===== src/rtl/tdiv_pkg.sv =====
package tdiv_pkg;
  localparam int FLD_W  = 8;
  localparam int WORD_W = 32;

  typedef enum logic [1:0] {
    ST_IDLE   = 2'd0,
    ST_LAUNCH = 2'd1,
    ST_WAIT   = 2'd2
  } srch_state_t;

  typedef struct packed {
    logic [WORD_W-1:0] a;
    logic [WORD_W-1:0] b;
    logic [WORD_W-1:0] c;
    logic [WORD_W-1:0] d;
  } timing_words_t;
endpackage


===== src/rtl/tdiv_iter_divider.sv =====
module tdiv_iter_divider #(
  parameter int NUM_W = 32,
  parameter int DEN_W = 9
) (
  input  logic             clk,
  input  logic             rst_n,
  input  logic             go,
  input  logic [NUM_W-1:0] num,
  input  logic [DEN_W-1:0] den,
  output logic [NUM_W-1:0] quo,
  output logic             vld
);
  localparam int CNT_W = $clog2(NUM_W + 1);
  localparam logic [CNT_W-1:0] LAST = CNT_W'(NUM_W - 1);

  logic             run_q, run_d;
  logic [CNT_W-1:0] cnt_q, cnt_d;
  logic [DEN_W-1:0] rem_q, rem_d;
  logic [NUM_W-1:0] sh_q, sh_d;
  logic             vld_q, vld_d;
  logic [DEN_W:0]   trial;
  logic [DEN_W:0]   diff;
  logic             ge;

  // The shift register starts as the dividend; its top bit moves into the
  // partial remainder each step and the quotient bit enters from below.
  assign trial = {rem_q, sh_q[NUM_W-1]};
  assign ge    = trial >= {1'b0, den};
  assign diff  = trial - {1'b0, den};

  always_comb begin
    run_d = run_q;
    cnt_d = cnt_q;
    rem_d = rem_q;
    sh_d  = sh_q;
    vld_d = 1'b0;
    if (go) begin
      run_d = 1'b1;
      cnt_d = '0;
      rem_d = '0;
      sh_d  = num;
    end else if (run_q) begin
      rem_d = ge ? diff[DEN_W-1:0] : trial[DEN_W-1:0];
      sh_d  = {sh_q[NUM_W-2:0], ge};
      cnt_d = cnt_q + 1'b1;
      if (cnt_q == LAST) begin
        run_d = 1'b0;
        vld_d = 1'b1;
      end
    end
  end

  always_ff @(posedge clk or negedge rst_n) begin
    if (!rst_n) begin
      run_q <= 1'b0;
      cnt_q <= '0;
      rem_q <= '0;
      sh_q  <= '0;
      vld_q <= 1'b0;
    end else begin
      run_q <= run_d;
      vld_q <= vld_d;
      if (go || run_q) begin
        cnt_q <= cnt_d;
        rem_q <= rem_d;
        sh_q  <= sh_d;
      end
    end
  end

  assign quo = sh_q;
  assign vld = vld_q;
endmodule


===== src/rtl/tdiv_phase_pack.sv =====
module tdiv_phase_pack
  import tdiv_pkg::*;
#(
  parameter int Q_W   = 32,
  parameter int DIV_W = 8,
  parameter int Q_LO  = 4
) (
  input  logic [Q_W-1:0]   quo,
  input  logic [DIV_W-1:0] div_val,
  output logic             fits,
  output timing_words_t    words
);
  localparam int Q_HI = 2 ** (FLD_W + 1);

  logic [FLD_W:0]   cyc;
  logic [FLD_W-1:0] scl_t;
  logic [FLD_W-1:0] dat_t;

  assign fits  = (quo > Q_W'(Q_LO)) && (quo < Q_W'(Q_HI));
  assign cyc   = quo[FLD_W:0] - (FLD_W+1)'(2);
  assign scl_t = cyc[FLD_W:1];
  assign dat_t = {1'b0, scl_t[FLD_W-1:1]};

  always_comb begin
    words.a = {scl_t, scl_t, scl_t, FLD_W'(0)};
    words.b = {dat_t, FLD_W'(0), scl_t, scl_t};
    words.c = (WORD_W'(div_val) << 16) | WORD_W'(cyc);
    words.d = WORD_W'(dat_t);
  end
endmodule


===== src/rtl/scl_timing_search.sv =====
module scl_timing_search
  import tdiv_pkg::*;
#(
  parameter int RATIO_W = 32,
  parameter int FILT_W  = 3,
  parameter int DIV_W   = 8,
  parameter int Q_LO    = 4,
  parameter int OVH     = 8
) (
  input  logic               clk,
  input  logic               rst_n,
  input  logic               start,
  input  logic [RATIO_W-1:0] ratio_in,
  input  logic [FILT_W-1:0]  filt_in,
  input  logic               filt_once,
  output logic               busy,
  output logic               done,
  output logic               err,
  output logic [DIV_W-1:0]   div_out,
  output logic [31:0]        word_a,
  output logic [31:0]        word_b,
  output logic [31:0]        word_c,
  output logic [31:0]        word_d
);
  localparam int DVS_W = DIV_W + 1;
  localparam logic [DIV_W-1:0] DIV_LAST = {DIV_W{1'b1}};

  srch_state_t      state_q, state_d;
  logic [RATIO_W-1:0] base_q, base_d;
  logic [DIV_W-1:0] div_q, div_d;
  logic [DIV_W-1:0] dout_q, dout_d;
  timing_words_t    words_q, words_d, cand;
  logic             done_q, done_d, err_q, err_d;
  logic             go, fits, quo_vld;
  logic [RATIO_W-1:0] quo;
  logic [RATIO_W-1:0] sub_amt, needed, base_cmb;
  logic             under;
  logic             en_base, en_div, en_res;

  // Overhead removed from the period count before the search starts.
  assign sub_amt  = filt_once ? RATIO_W'(filt_in) : (RATIO_W'(filt_in) << 1);
  assign needed   = RATIO_W'(OVH) + sub_amt;
  assign under    = ratio_in < needed;
  assign base_cmb = ratio_in - needed;

  tdiv_iter_divider #(.NUM_W(RATIO_W), .DEN_W(DVS_W)) u_div (
    .clk   (clk),
    .rst_n (rst_n),
    .go    (go),
    .num   (base_q),
    .den   ({1'b0, div_q} + DVS_W'(1)),
    .quo   (quo),
    .vld   (quo_vld)
  );

  tdiv_phase_pack #(.Q_W(RATIO_W), .DIV_W(DIV_W), .Q_LO(Q_LO)) u_pack (
    .quo     (quo),
    .div_val (div_q),
    .fits    (fits),
    .words   (cand)
  );

  always_comb begin
    state_d = state_q;
    base_d  = base_q;
    div_d   = div_q;
    dout_d  = dout_q;
    words_d = words_q;
    done_d  = 1'b0;
    err_d   = 1'b0;
    go      = 1'b0;
    unique case (state_q)
      ST_IDLE: begin
        if (start) begin
          if (under) begin
            err_d = 1'b1;
          end else begin
            base_d  = base_cmb;
            div_d   = '0;
            state_d = ST_LAUNCH;
          end
        end
      end
      ST_LAUNCH: begin
        go      = 1'b1;
        state_d = ST_WAIT;
      end
      ST_WAIT: begin
        if (quo_vld) begin
          if (fits) begin
            words_d = cand;
            dout_d  = div_q;
            done_d  = 1'b1;
            state_d = ST_IDLE;
          end else if (div_q == DIV_LAST) begin
            err_d   = 1'b1;
            state_d = ST_IDLE;
          end else begin
            div_d   = div_q + 1'b1;
            state_d = ST_LAUNCH;
          end
        end
      end
      default: state_d = ST_IDLE;
    endcase
  end

  assign en_base = (state_q == ST_IDLE) && start && !under;
  assign en_div  = en_base || ((state_q == ST_WAIT) && quo_vld);
  assign en_res  = done_d;

  always_ff @(posedge clk or negedge rst_n) begin
    if (!rst_n) begin
      state_q <= ST_IDLE;
      base_q  <= '0;
      div_q   <= '0;
      dout_q  <= '0;
      words_q <= '0;
      done_q  <= 1'b0;
      err_q   <= 1'b0;
    end else begin
      state_q <= state_d;
      done_q  <= done_d;
      err_q   <= err_d;
      if (en_base) base_q <= base_d;
      if (en_div)  div_q  <= div_d;
      if (en_res) begin
        dout_q  <= dout_d;
        words_q <= words_d;
      end
    end
  end

  assign busy    = state_q != ST_IDLE;
  assign done    = done_q;
  assign err     = err_q;
  assign div_out = dout_q;
  assign word_a  = words_q.a;
  assign word_b  = words_q.b;
  assign word_c  = words_q.c;
  assign word_d  = words_q.d;
endmodule


===== config.mk =====
export PLATFORM = sky130hd
export DESIGN_NAME = scl_timing_search
export DESIGN_NICKNAME = d
export VERILOG_FILES = /design/src/rtl/tdiv_pkg.sv /design/src/rtl/tdiv_iter_divider.sv /design/src/rtl/tdiv_phase_pack.sv /design/src/rtl/scl_timing_search.sv
export SDC_FILE = /design/constraint.sdc
export NUM_CORES = 1
export LEC_CHECK = 0
export ABC_AREA = 1
export BUFFER_PORTS_ARGS = -buffer_cell sky130_fd_sc_hd__buf_2
export CORE_MARGIN = 4
export CORE_UTILIZATION = 40
export CTS_CLUSTER_SIZE = 40
export DETAILED_ROUTE_END_ITERATION = 6
export SETUP_SLACK_MARGIN = 0.15
export SLEW_MARGIN = 25
export SYNTH_ARGS = -nofsm -noshare
export SYNTH_HDL_FRONTEND = slang
export SYNTH_HIERARCHICAL = 1
export SYNTH_SLANG_ARGS = --single-unit
export TNS_END_PERCENT = 100

===== constraint.sdc =====
create_clock -name clk -period 4.4 [get_ports clk]
set_input_delay 0.22 -clock clk [delete_from_list [all_inputs] [get_ports clk]]
set_output_delay 0.22 -clock clk [all_outputs]
set_load 0.01 [all_outputs]

==> flow_summary_export.csv <==
group,metric,value,unit
route,drc,0,
setup_path,cp.required,4.84,ns
grt,grt_start_max_net_pins,120,
cts,cts.htree.levels,1,
min_path,hp-class,"input port to flop",
synth,yosysWarningCount,6,
synth,syn_inst,1577,
synth,synth_edf_count,0,
power_and_ir_drop,ir_drop,0.000230,V
cts,clkLatencyLatePin,0.51,ns
cts,cts_tree,"built",
grt,busiest_layer,"met2",
grt,use_met3,2.29,%
setup_path,cpMostUsedCell,"nand2_1",
setup_path,path_max_fanout,9,
place,routabilityCongestion,0.905,
synth,synthTopCellsByArea,"dfrtp_1, nand2_1, buf_4",
synth,synth_top_area_cell,"dfrtp_1",
setup_path,crit_path_end_kind,"flop",
floorplan,num_rows,63,
finish,num_antenna_cells,0,
grt,grtUsageMet1,24.5,%
grt,grt_antenna_before_repair,0,
place,dpl.hpwl,20500,µm
power_and_ir_drop,power.total,4.39,mW
synth,ys_types,40,
floorplan,die_h,182,µm
route,vias,9690,
finish,final_util,45.1,%
synth,ys_seq_area_share,47.3,%
floorplan,die-area,33200,µm²
route,totalWireLength,28700,µm
cts,cts_resized,0,
grt,use_met2,27.6,%
cts,cts_buffers,25,
floorplan,coreArea,29800,µm²
sta,slew_viol_final,0,
sta,relSlewSlack,40.2,%
finish,finalNetCount,1737,
sta,rsz0062_at_grt,"no",
floorplan,start_util,40.7,%
sta,setup_viol,0,
route,first_pass_iters,6,
sta,finalSetupTns,0,ns
grt,grt_usage,17.1,%
floorplan,ios,178,
setup_path,arrival,2.96,ns
synth,netlist_area,12100,µm²
place,io_buffers,177,
setup_path,worstSetupPathType,"flop to flop",
setup_path,cpMaxStageDelayCell,"dfrtp_1",
synth,synth_common_cells,"nand2_1, dfrtp_1, buf_4",
setup_path,startpoint,"div_q[2]$_DFFE_PN0P_",
finish,fillCellCount,3078,
sta,hold_viol,0,
sta,skew,0.0144,ns
cts,root_buffer,"clkbuf_16",
route,wire_per_inst,13.8,µm
sta,layout_min_cycle_time,2.52,ns
synth,synth.top_cell.area_share,47.3,%
route,drtIter0Drc,560,
synth,synth-seq-cells,229,
route,ant_nets,0,
min_path,hp-start,"ratio_in[27]",
grt,grt_pass1_wl,47900,µm
finish,area.growth.synth_to_final,10.7,%
cts,cts.path.max_buffers,3,
floorplan,die_w,182,µm
grt,gr-total-overflow,0,
cts,cts_sinks,229,
run_status,status,"complete, no violations",
setup_path,start_kind,"flop",
finish,fin_area,13400,µm²
run,max_cap_violations,0,
power_and_ir_drop,power_per_cell_area,327,nW/µm²
grt,grt_pass1_vias,9187,
place,place_area,12600,µm²
cts,clk_pin_slew_worst_paths,0.06,ns
finish,multiInputGateArea,4950,µm²
synth,synth.most_common_cell,"nand2_1",
sta,fin_crit_sh,57.2,%
sta,tightest_slew,0.897,ns
synth,ys.flop_type,"dfrtp_1",
power_and_ir_drop,leakage,7.45,nW
finish,regArea,5730,µm²
route,viasPerCell,4.65,
setup_path,max_stage_delay,0.45,ns
setup_path,path_cells,"nand3_1, nor2_1, nand2_1, nand2_1, nand2_1, inv_1, inv_1, ha_1, nand2_2, inv_1, nand2_1, nand2_2, nand2_2, nand4_2, nand2_1, nand3_1, nand2_1",
setup_path,r2r_start,"div_q[2]$_DFFE_PN0P_",
finish,drive_gt1_share,15.5,%
synth,syn_avg_cell_area,7.69,µm²
sta,fmax,397,MHz
synth,async_flop_share,100,%
==> registers in the layout (all words and copies together), names as in the netlist <==
register     flops
base_q          32
div_out          8
div_q            8
done             1
err              1
state_q          2
u_div/cnt_q      6
u_div/quo       32
u_div/rem_q      9
u_div/run_q      1
u_div/vld        1
word_a          32
word_b          32
word_c          32
word_d          32
==> cells by family after synthesis <==
kind of cell / count (synthesis) / synth area share [%]
compound gates: 95 / 4.62
xor+xnor: 21 / 1.52
fa+ha+maj: 19 / 2.08
flops: 229 / 47.3
buf+inv: 287 / 13.7
other cells: 1 / 0.0309
simple gates: 925 / 30.8
==> layout by cell type (no fill, tap or decap), drive strengths merged, types with 9 or more instances in the layout <==
cell,n
xor2,17
nor2,118
dfrtp,229
nand2,711
ha,17
buf,187
nand3,72
clkbuf,36
a22oi,19
o21ai,32
a21oi,33
conb,57
nand4,9
inv,118
==> where the power goes <==
| part | internal [mW] | switching (mW) |
|---|---|---|
| Sequential | 2.11 | 0 |
| Combinational | 0.0440 | 0.121 |
| Clock | 1.31 | 0.809 |
==> worst max-delay path, delay by kind of cell, from the launching register on <==
family,cells,cell delay (ns)
fa+ha+maj,1,0.34
buf+inv,3,0.16
flops,1,0.45
simple gates,13,1.50
==> final cells by class <==
cell class | count | share of cell area (%)
Timing Repair Buffer | 188 | 7.31
Clock inverter | 5 | 0.746
Clock buffer | 36 | 5.42
Sequential cell | 229 | 42.7
Inverter | 118 | 3.32
Tap cell | 390 | 3.64
Multi-Input combinational cell | 1117 | 36.9
==> what timing repair did <==
action / in CTS / in global routing
hold buffers: 1 / 0
setup buffers: 0 / 0
endpoints found under the hold margin: 116 / 0
==> stage by stage <==
| step | worst slack [ns] | hold WS (ns) | instances |
|---|---|---|---|
| after floorplan | 2.28 | -0.0756 | 1633 |
| after global placement | 1.81 | 0.383 | 2041 |
| after detailed placement | 1.69 | 0.388 | 2041 |
| after CTS | 1.88 | 0.00694 | 2083 |
| after global routing | 1.63 | 0.0392 | 2083 |
| final | 1.88 | 0.0291 | 2083 |
==> final timing paths <==
check / endpoint / slack [ns] / cells after the start
setup reg to reg: u_div/rem_q[5]$_DFFE_PN0P_ / 1.88 / 17
min in group asynchronous: word_a[0]$_DFFE_PN0P_ / 0.40 / 2
hold reg to reg: word_b[10]$_DFFE_PN0P_ / 0.46 / 2
setup / recovery: u_div/rem_q[5]$_DFFE_PN0P_ / 1.88 / 17
hold / removal: base_q[27]$_DFFE_PN0P_ / 0.03 / 4
max in group asynchronous: word_c[4]$_DFFE_PN0P_ / 2.87 / 3
==> metal layers <==
metal | wire length (µm) | share of wire (%) | vias up
li1 | - | - | 4908
met1 | 13400 | 47 | 4487
met2 | 13000 | 45 | 257
met3 | 1610 | 5.6 | 38
met4 | 599 | 2.1 | 0
met5 | 0 | 0 | -
Note: power is estimated with default switching activity, not from simulation.
